## src/rtl/cfg_chain_pkg.sv

```systemverilog
package cfg_chain_pkg;

    typedef enum logic [2:0] {
        ST_SEEK,
        ST_LENGTH,
        ST_LOAD,
        ST_FORWARD,
        ST_FAULT
    } chain_state_t;

endpackage

```

## src/rtl/cfg_crc_serial.sv

```systemverilog
module cfg_crc_serial #(
    parameter int          W    = 4,
    parameter logic [W-1:0] POLY = 4'h3
) (
    input  logic         clk,
    input  logic         rst,
    input  logic         clr,
    input  logic         en,
    input  logic         bit_i,
    output logic [W-1:0] crc_o
);

    logic [W-1:0] rem_q;
    logic         fb;

    assign fb = rem_q[W-1] ^ bit_i;

    always_ff @(posedge clk) begin
        if (rst || clr) begin
            rem_q <= '0;
        end else if (en) begin
            rem_q <= {rem_q[W-2:0], 1'b0} ^ (fb ? POLY : '0);
        end
    end

    assign crc_o = rem_q;

    // each frame starts from a zero remainder
    a_r5_crc_restart: assert property (@(posedge clk) disable iff (rst)
        clr |=> (crc_o == '0));

endmodule

```

## src/rtl/cfg_load_counter.sv

```systemverilog
module cfg_load_counter #(
    parameter int LEN_W = 24,
    parameter int FRM_W = 12
) (
    input  logic                     clk,
    input  logic                     rst,
    input  logic                     en,
    output logic [LEN_W-1:0]         own_cnt_o,
    output logic [$clog2(FRM_W)-1:0] pos_o,
    output logic                     pos_last_o
);

    localparam int POS_W = $clog2(FRM_W);
    localparam logic [POS_W-1:0] POS_END = POS_W'(FRM_W - 1);

    logic [LEN_W-1:0] cnt_q;
    logic [POS_W-1:0] pos_q;

    assign pos_last_o = (pos_q == POS_END);

    always_ff @(posedge clk) begin
        if (rst) begin
            cnt_q <= '0;
            pos_q <= '0;
        end else if (en) begin
            cnt_q <= cnt_q + LEN_W'(1);
            pos_q <= pos_last_o ? '0 : pos_q + POS_W'(1);
        end
    end

    assign own_cnt_o = cnt_q;
    assign pos_o     = pos_q;

    // frame position never leaves the frame
    a_r5_pos_range: assert property (@(posedge clk) disable iff (rst)
        pos_q <= POS_END);

    // the own-bit count only moves while loading
    a_r4_cnt_hold: assert property (@(posedge clk) disable iff (rst)
        !en |=> $stable(cnt_q));

endmodule

```

## src/rtl/cfg_header_rx.sv

```systemverilog
module cfg_header_rx #(
    parameter int               PRE_W    = 16,
    parameter int               LEN_W    = 24,
    parameter logic [PRE_W-1:0] PREAMBLE = 16'hB26C
) (
    input  logic             clk,
    input  logic             rst,
    input  logic             seek_i,
    input  logic             len_en_i,
    input  logic             bit_i,
    output logic             pre_hit_o,
    output logic [LEN_W-1:0] len_o,
    output logic [LEN_W-1:0] len_next_o,
    output logic             len_last_o
);

    localparam int CNT_W = $clog2(LEN_W);

    logic [PRE_W-1:0] pre_sh;
    logic [LEN_W-1:0] len_sh;
    logic [CNT_W-1:0] len_cnt;

    assign pre_hit_o  = seek_i && ({pre_sh[PRE_W-2:0], bit_i} == PREAMBLE);
    assign len_next_o = {len_sh[LEN_W-2:0], bit_i};
    assign len_last_o = len_en_i && (len_cnt == CNT_W'(LEN_W - 1));
    assign len_o      = len_sh;

    always_ff @(posedge clk) begin
        if (rst) begin
            pre_sh  <= '1;
            len_sh  <= '0;
            len_cnt <= '0;
        end else begin
            if (seek_i) begin
                pre_sh  <= {pre_sh[PRE_W-2:0], bit_i};
                len_cnt <= '0;
            end
            if (len_en_i) begin
                len_sh  <= len_next_o;
                len_cnt <= len_cnt + CNT_W'(1);
            end
        end
    end

    // the length field has exactly LEN_W bits
    a_r2_len_bound: assert property (@(posedge clk) disable iff (rst)
        len_en_i |-> (len_cnt <= CNT_W'(LEN_W - 1)));

endmodule

```

## src/rtl/cfg_chain_port.sv

```systemverilog
module cfg_chain_port #(
    parameter int               PRE_W    = 16,
    parameter int               LEN_W    = 24,
    parameter logic [PRE_W-1:0] PREAMBLE = 16'hB26C,
    parameter int               FRM_D    = 8,
    parameter int               CRC_W    = 4,
    parameter logic [CRC_W-1:0] CRC_POLY = 4'h3
) (
    input  logic clk,
    input  logic rst,
    input  logic din,
    output logic dout,
    output logic init_n,
    output logic done
);

    import cfg_chain_pkg::*;

    localparam int FRM_W = FRM_D + CRC_W;
    localparam int POS_W = $clog2(FRM_W);

    chain_state_t state_q, state_d;

    logic             pre_hit, len_last;
    logic [LEN_W-1:0] len_val, len_next;
    logic [LEN_W-1:0] own_cnt;
    logic [POS_W-1:0] pos;
    logic             pos_last;
    logic [CRC_W-1:0] crc;
    logic             in_load, chk_phase, chk_bit, chk_bad, own_last;
    logic             dout_q, err_q, done_q;

    assign in_load   = (state_q == ST_LOAD);
    assign chk_phase = (pos >= POS_W'(FRM_D));
    assign own_last  = (own_cnt == len_val - LEN_W'(1));
    assign chk_bad   = in_load && chk_phase && (din != chk_bit);

    always_comb begin
        chk_bit = crc[0];
        for (int i = 0; i < CRC_W; i++) begin
            if (pos == POS_W'(FRM_W - 1 - i)) chk_bit = crc[i];
        end
    end

    cfg_header_rx #(
        .PRE_W(PRE_W), .LEN_W(LEN_W), .PREAMBLE(PREAMBLE)
    ) hdr_i (
        .clk(clk), .rst(rst),
        .seek_i(state_q == ST_SEEK), .len_en_i(state_q == ST_LENGTH),
        .bit_i(din), .pre_hit_o(pre_hit), .len_o(len_val),
        .len_next_o(len_next), .len_last_o(len_last)
    );

    cfg_load_counter #(.LEN_W(LEN_W), .FRM_W(FRM_W)) cnt_i (
        .clk(clk), .rst(rst), .en(in_load),
        .own_cnt_o(own_cnt), .pos_o(pos), .pos_last_o(pos_last)
    );

    cfg_crc_serial #(.W(CRC_W), .POLY(CRC_POLY)) crc_i (
        .clk(clk), .rst(rst),
        .clr(in_load && pos_last), .en(in_load && !chk_phase),
        .bit_i(din), .crc_o(crc)
    );

    // next-state logic
    always_comb begin
        state_d = state_q;
        unique case (state_q)
            ST_SEEK:    if (pre_hit) state_d = ST_LENGTH;
            ST_LENGTH:  if (len_last) state_d = (len_next == '0) ? ST_FORWARD : ST_LOAD;
            ST_LOAD: begin
                if (chk_bad)       state_d = ST_FAULT;
                else if (own_last) state_d = ST_FORWARD;
            end
            ST_FORWARD: state_d = ST_FORWARD;
            ST_FAULT:   state_d = ST_FAULT;
            default:    state_d = ST_SEEK;
        endcase
    end

    // state register
    always_ff @(posedge clk) begin
        if (rst) state_q <= ST_SEEK;
        else     state_q <= state_d;
    end

    // output registers
    always_ff @(posedge clk) begin
        if (rst) begin
            dout_q <= 1'b1;
            err_q  <= 1'b0;
            done_q <= 1'b0;
        end else begin
            unique case (state_q)
                ST_SEEK, ST_LENGTH, ST_FORWARD: dout_q <= din;
                default:                        dout_q <= 1'b1;
            endcase
            if (state_d == ST_FAULT)                            err_q  <= 1'b1;
            if (state_d == ST_FORWARD && state_q != ST_FORWARD) done_q <= 1'b1;
        end
    end

    assign dout   = dout_q;
    assign init_n = ~err_q;
    assign done   = done_q;

    // header bits are echoed one cycle later
    a_r3_hdr_echo: assert property (@(posedge clk) disable iff (rst)
        (state_q == ST_LENGTH) |=> (dout == $past(din)));

    // own bits are not passed downstream
    a_r4_load_high: assert property (@(posedge clk) disable iff (rst)
        in_load |=> dout);

    // a fault is sticky and blocks completion
    a_r6_fault_sticky: assert property (@(posedge clk) disable iff (rst)
        !init_n |=> (!init_n && !done && dout));

    // completion is sticky and forwarding follows
    a_r7_done_sticky: assert property (@(posedge clk) disable iff (rst)
        done |=> done);

    a_r7_fwd_echo: assert property (@(posedge clk) disable iff (rst)
        (state_q == ST_FORWARD) |=> (dout == $past(din)));

endmodule

```

## config.mk

```make
export PLATFORM = sky130hd
export DESIGN_NAME = cfg_chain_port
export DESIGN_NICKNAME = d
export VERILOG_FILES = /design/src/rtl/cfg_chain_pkg.sv /design/src/rtl/cfg_crc_serial.sv /design/src/rtl/cfg_load_counter.sv /design/src/rtl/cfg_header_rx.sv /design/src/rtl/cfg_chain_port.sv
export SDC_FILE = /design/constraint.sdc
export NUM_CORES = 1
export LEC_CHECK = 0
export BUFFER_PORTS_ARGS = -buffer_cell sky130_fd_sc_hd__buf_2
export CAP_MARGIN = 20
export CORE_MARGIN = 4
export CORE_UTILIZATION = 54
export DETAILED_ROUTE_END_ITERATION = 12
export PLACE_DENSITY = 0.7
export SETUP_SLACK_MARGIN = 0.4
export SYNTH_ARGS = -nofsm -noshare
export SYNTH_HDL_FRONTEND = slang
export SYNTH_HIERARCHICAL = 1
export SYNTH_SLANG_ARGS = --single-unit
```

## constraint.sdc

```tcl
create_clock -name clk -period 3.7 [get_ports clk]
set_clock_uncertainty 0.15 [all_clocks]
set_input_delay 0.185 -clock clk [delete_from_list [all_inputs] [get_ports clk]]
set_output_delay 0.185 -clock clk [all_outputs]
set_load 0.1 [all_outputs]
```

-- Yosys cells after proc, flatten, opt, wreduce, memory -nomap -nowiden
Cells that the tools add are included.
W data, S select, Z words.
- bits in registers: 82
- output and inout port bits: 3
- add/sub/neg operators: 4
- order comparisons: 1
- equality and inequality tests: 15
- multiplexer cells: 13
- bitwise gates (word level): 4
- reductions and logical operators: 14
- operators by type and width (cell ; count):
    $add A24 B1 Y24 const B ; 1
    $eq A24 B24 Y1 ; 1
    $logic_not A24 Y1 ; 1
    $sub A24 B1 Y24 const B ; 1
    $eq A16 B16 Y1 const B ; 1
    $eq A4 B4 Y1 const B ; 4
    $pmux W3 S5 ; 1
    $mux W3 ; 4
    $mux W5 ; 2
    $eq A3 B2 Y1 const B ; 3
    $logic_and A1 B1 Y1 ; 7
    $eq A3 B3 Y1 const B ; 2
    $add A5 B1 Y5 const B ; 1
    $eq A5 B5 Y1 const B ; 1
    $add A4 B1 Y4 const B ; 1
    $ge A4 B4 Y1 const B ; 1
    $mux W1 ; 4
    $mux W4 ; 1
    $xor A4 B4 Y4 ; 1
    $eq A3 B1 Y1 const B ; 1
    $logic_not A3 Y1 ; 1
    $ne A3 B2 Y1 const B ; 1
    $reduce_or A3 Y1 ; 1
    $mux W2 ; 1
    other kinds (7) ; 8

-- Depth between registers and ports, before layout
- word-level depth: 10
- depth in mapped cells: 10

-- By module
Netlist, hierarchy kept.
- modules (own cells, without submodules) (module ; times used ; cells each ; area an instance (um^2) ; sequential area each (um^2)):
    cfg_header_rx ; 1 ; 186 ; 1891.8 ; 880.8
    cfg_chain_port ; 1 ; 191 ; 1378.8 ; 120.1
    cfg_load_counter ; 1 ; 149 ; 1272.5 ; 560.5
    cfg_crc_serial ; 1 ; 17 ; 175.2 ; 80.1

-- Worst setup path before layout
OpenSTA, ideal clock, no wires.
- path type: reg-to-reg
- start point: register hdr_i.len_sh[7] (netlist: hdr_i/len_o[7])
- end point: register done_q (netlist: done)
- setup time: 0.088 ns
- arrival time: 2.728 ns
- data required time: 3.462 ns
- slack: 0.734 ns
- stages on the path, launching flop included: 10
- buffers on the path: 2
- period minus slack after synthesis: 2.966 ns
- path through: dfxtp_1 > buf_4 > buf_6 > or4_4 > or3_4 > or4_1 > a32o_1 > o21ai_2 > o2111ai_2 > a311oi_2
- cells in the longest elaborated chain, start to end: 7
- ends and longest elaborated chain (element ; line ; text):
    start: declaration ; cfg_header_rx.sv:20 ; logic [LEN_W-1:0] len_sh;
    start signal: assignment ; cfg_header_rx.sv:39 ; len_sh <= len_next_o;
    $sub A24 B1 Y24 ; cfg_chain_port.sv:35 ; assign own_last = (own_cnt == len_val - LEN_W'(1));
    $eq A24 B24 Y1 ; cfg_chain_port.sv:35 ;
    $mux W3 ; cfg_chain_port.sv:73 ; else if (own_last) state_d = ST_FORWARD;
    $mux W3 ; cfg_chain_port.sv:72 ; if (chk_bad) state_d = ST_FAULT;
    $pmux W3 S5 * ; cfg_chain_port.sv:68 ; unique case (state_q)
    $eq A3 B2 Y1 * ; cfg_chain_port.sv:99 ; if (state_d == ST_FORWARD && state_q != ST_FORWARD) done_q <= 1'b1;
    $logic_and A1 B1 Y1 * ; cfg_chain_port.sv:99 ;
    end signal: assignment ; cfg_chain_port.sv:92 ; done_q <= 1'b0;
    end signal: assignment ; cfg_chain_port.sv:99 ;
    end: declaration ; cfg_chain_port.sv:31 ; logic dout_q, err_q, done_q;
Mark *: on every way between the ends. The rest lies on a longest branch, timed or not.
A chain may end at the register's enable or synchronous reset.

-- Worst setup path in the final report
- start point: register hdr_i.len_sh[0] (netlist: hdr_i/len_o[0])
- end point: register done_q (netlist: done)
Same word-level chain as after synthesis.

==> key figures <==
Run
  – Max_cap viols: 0

Floorplanning
  – DIE HEIGHT: 101 um
  – IO Pins: 6
  – Initial core utilization: 56.6%
  – CORE AREA: 0.00834 mm2
  – Std-Cell Rows: 33
  – Die X: 101 um
  – Die area: 0.0103 mm2

STA
  – Max Slew Vio Count: 0
  – Fin crit share: 81.1%
  – Relative slew slack: 47.5%
  – Maximum clock frequency: 333 MHz
  – Total negative slack: 0 ns
  – RSZ-0062 raised after global routing: false
  – Minimum clock period: 3.00 ns
  – # setup viols final: 0
  – Actual slew at the worst max-slew pin: 0.782 ns
  – Final hold violations: 0

Route
  – WL/cell: 15.3 um
  – # DRC: 0
  – DR iter-0 viols: 193
  – Via/cell ratio: 5.99
  – WL final: 9.57 mm
  – Pre-antenna DRT Iters: 4
  – Via count: 3756
  – ANT nets after route: 0

Clocking
  – CTS Buffer Depth: 2
  – TritonCTS clock tree: built
  – Root Buffer: clkbuf_8
  – H-tree level count: 3
  – # resized after CTS: 0
  – Worst-Skew Late Latency: 0.36 ns
  – Number of clock sinks: 82
  – Clock buffer count from CTS: 9
  – Setup bufs post-CTS: 0
  – Hold-fix buffers, CTS: 0
  – Worst-path clk slew: 0.10 ns

Worst setup path
  – Critical-path cell list: inv_1, ha_1, or3b_1, nor2_1, a21oi_1, or4b_1, nor4_2, o2111ai_2, a311oi_2
  – WS Path Type: reg -> reg
  – Worst-path maximum fanout: 9
  – Slowest stage delay, CP: 0.55 ns
  – Worst Path Buf+Inv: 1
  – Slowest cell on the critical path: or4b_1
  – CP Launch Point: hdr_i/len_o[0]$_SDFFE_PP0P_
  – R2R cell count: 9
  – CP Depth: 9
  – Critical R2R Launch: hdr_i/len_o[0]$_SDFFE_PP0P_
  – Delay-heaviest family, CP: simple AND/OR/NAND/NOR gates
  – Reg2reg end: done$_SDFFE_PP0P_
  – Worst setup path end: done$_SDFFE_PP0P_
  – Critical Path RT: 3.83 ns
  – Arr. time, crit path: 3.13 ns
  – CP endpoint kind: register
  – Worst Setup Start Kind: register
  – Worst R2R Setup Slack: 0.70 ns

Synthesis
  – Synth cell types: 70
  – Yosys top cell by area: dfxtp_1
  – Ys flop type: dfxtp_1
  – YS warnings: 6
  – Top cells by area, synth: dfxtp_1 35%, mux2i_1 6.6%, nor2_1 5.3%, xnor2_1 4.6%, buf_4 4.3%
  – Mapped cell area: 0.00472 mm2
  – Mean Syn Cell Area: 8.69 um2
  – Yosys top cell area share: 34.8%
  – Flops & latches, synth: 82
  – Fraction of registers with async set/reset: 0%
  – Sequential fraction of the synthesis area: 34.8%
  – Mapped Nets: 550
  – Cell count after synthesis: 543
  – Post-synth EDFFs: 0

Layout
  – # fillers: 768
  – Layout cells sized above 1: 9.58%
  – # diodes: 0
  – Area delta synth->final: 2.49%
  – Nets: 524
  – Final Core Density: 58.0%

Global route
  – Gr usage total: 19.3%
  – Largest net degree at the start of global routing: 35
  – Initial antenna violation count: 0
  – Grt total ovfl: 0
  – Number of global-route vias before repair: 3390
  – First-pass GRT wire length: 16.3 mm

Power
  – Power Density: 335 mW/mm2
  – VDD IR max: 0.327 mV
  – Lkg Pwr: 1.69 nW

Place
  – Dpl hpwl: 6.70 mm
  – I/O Buffers: 5
  – GP Congestion: 0.923

Outcome
  – Run status: complete, no violations

Worst hold path
  – Worst hold path type: in -> reg
-- power breakdown --
group	switching (mW)	total [mW]	leakage, nW	internal (mW)
combinational	0.0229	0.0295	0.914	0.00658
clock	0.373	0.706	0.111	0.333
sequential	0.00137	0.885	0.662	0.884
total	0.397	1.62	1.69	1.22
-- synth_stat cells, types with 3 or more instances --
cell type / number
a21oi_1: 18
nor3b_1: 6
nor2b_1: 18
nor3_1: 12
buf_6: 3
a211o_1: 15
or3_1: 9
xnor2_1: 25
and3_1: 4
ha_1: 4
or4_1: 11
nand3b_1: 5
o31ai_1: 4
clkbuf_1: 11
mux2i_1: 31
nor4_1: 16
nor2_1: 67
nand2b_1: 5
o22ai_1: 3
and2_1: 4
nand2_1: 24
a22oi_1: 4
buf_4: 27
nand4_1: 14
inv_1: 13
nand3_1: 15
o21ai_0: 15
dfxtp_1: 82
xor2_1: 16
a211oi_1: 5
o2111ai_1: 3
buf_2: 7
-- cell usage in the layout, fill, tap and decap left out, types with 5 or more instances in the layout --
cell,instances
xnor2_1,25
mux2i_1,31
nand2b_1,5
nand4_1,14
nand2_1,24
a211oi_1,5
nor2_1,67
nand3b_1,5
dfxtp_1,82
o21ai_0,15
buf_2,5
a21oi_1,18
a211o_1,15
nor3_1,11
buf_4,6
nor2b_1,18
xor2_1,16
clkbuf_8,9
or4_1,11
inv_1,13
or3_1,9
nand3_1,15
nor4_1,16
-- sequential cells by signal, indices dropped and copies added, names as in the netlist --
name and flops:
hdr_i/len_cnt 5, cnt_i/own_cnt_o 24, hdr_i/len_o 24, err_q 1, crc_i/crc_o 4, state_q 3, dout 1, done 1
cnt_i/pos_o 4, hdr_i/pre_sh 15
-- final cells by class --
cell class              count  area [um2]  share of cell area, %
flip-flops and latches     82        1640                   33.9
well taps                 105         131                   2.72
repair buffers             11        70.1                   1.45
clock inverters             7        90.1                   1.86
clock buffers               9         124                   2.56
inverters                  13        48.8                   1.01
multi-input cells         400        2730                   56.5
-- cell families after synthesis --
kind of cell	synth area share (%)
mux	7.05
fa+ha+maj	1.06
compound gates	13.9
xor+xnor	7.61
simple gates	27.9
buf+inv	7.66
flops	34.8
-- worst min path at each step --
stage / start / end / slack (ns) / depth (start not counted)
after detailed placement: hdr_i/pre_sh[0]$_SDFFE_PP1P_ / hdr_i/pre_sh[1]$_SDFFE_PP1P_ / 0.32 / 1
after global placement: hdr_i/pre_sh[8]$_SDFFE_PP1P_ / hdr_i/pre_sh[9]$_SDFFE_PP1P_ / 0.31 / 1
after CTS: din / hdr_i/pre_sh[0]$_SDFFE_PP1P_ / 0.003 / 2
after global routing: din / hdr_i/pre_sh[0]$_SDFFE_PP1P_ / 0.04 / 2
final: din / hdr_i/pre_sh[0]$_SDFFE_PP1P_ / 0.02 / 2
after floorplan: rst / done$_SDFFE_PP0P_ / 0.10 / 1
-- metrics by stage --
stage	hold WS (ns)	cells	instance area [um2]	total power [mW]	setup slack [ns]
finish	0.0173	627	4840	1.62	0.698
global route	0.0393	627	4840	1.68	0.530
CTS	0.00345	627	4840	1.64	0.696
detailed placement	0.316	611	4620	0.936	0.716
global placement	0.307	611	4620	0.935	0.769
floorplan	0.103	543	4720	0.927	0.734
-- per-layer routing --
| metal | share of wire [%] | up-vias | global-route usage (%) |
|---|---|---|---|
| li1 | - | 1901 | - |
| met1 | 48 | 1783 | 26.7 |
| met2 | 48 | 64 | 30.9 |
| met3 | 3.6 | 8 | 4.48 |
| met4 | 0.77 | 0 | 4.19 |
| met5 | 0 | - | 0 |
(Power assumes the default switching activity.)
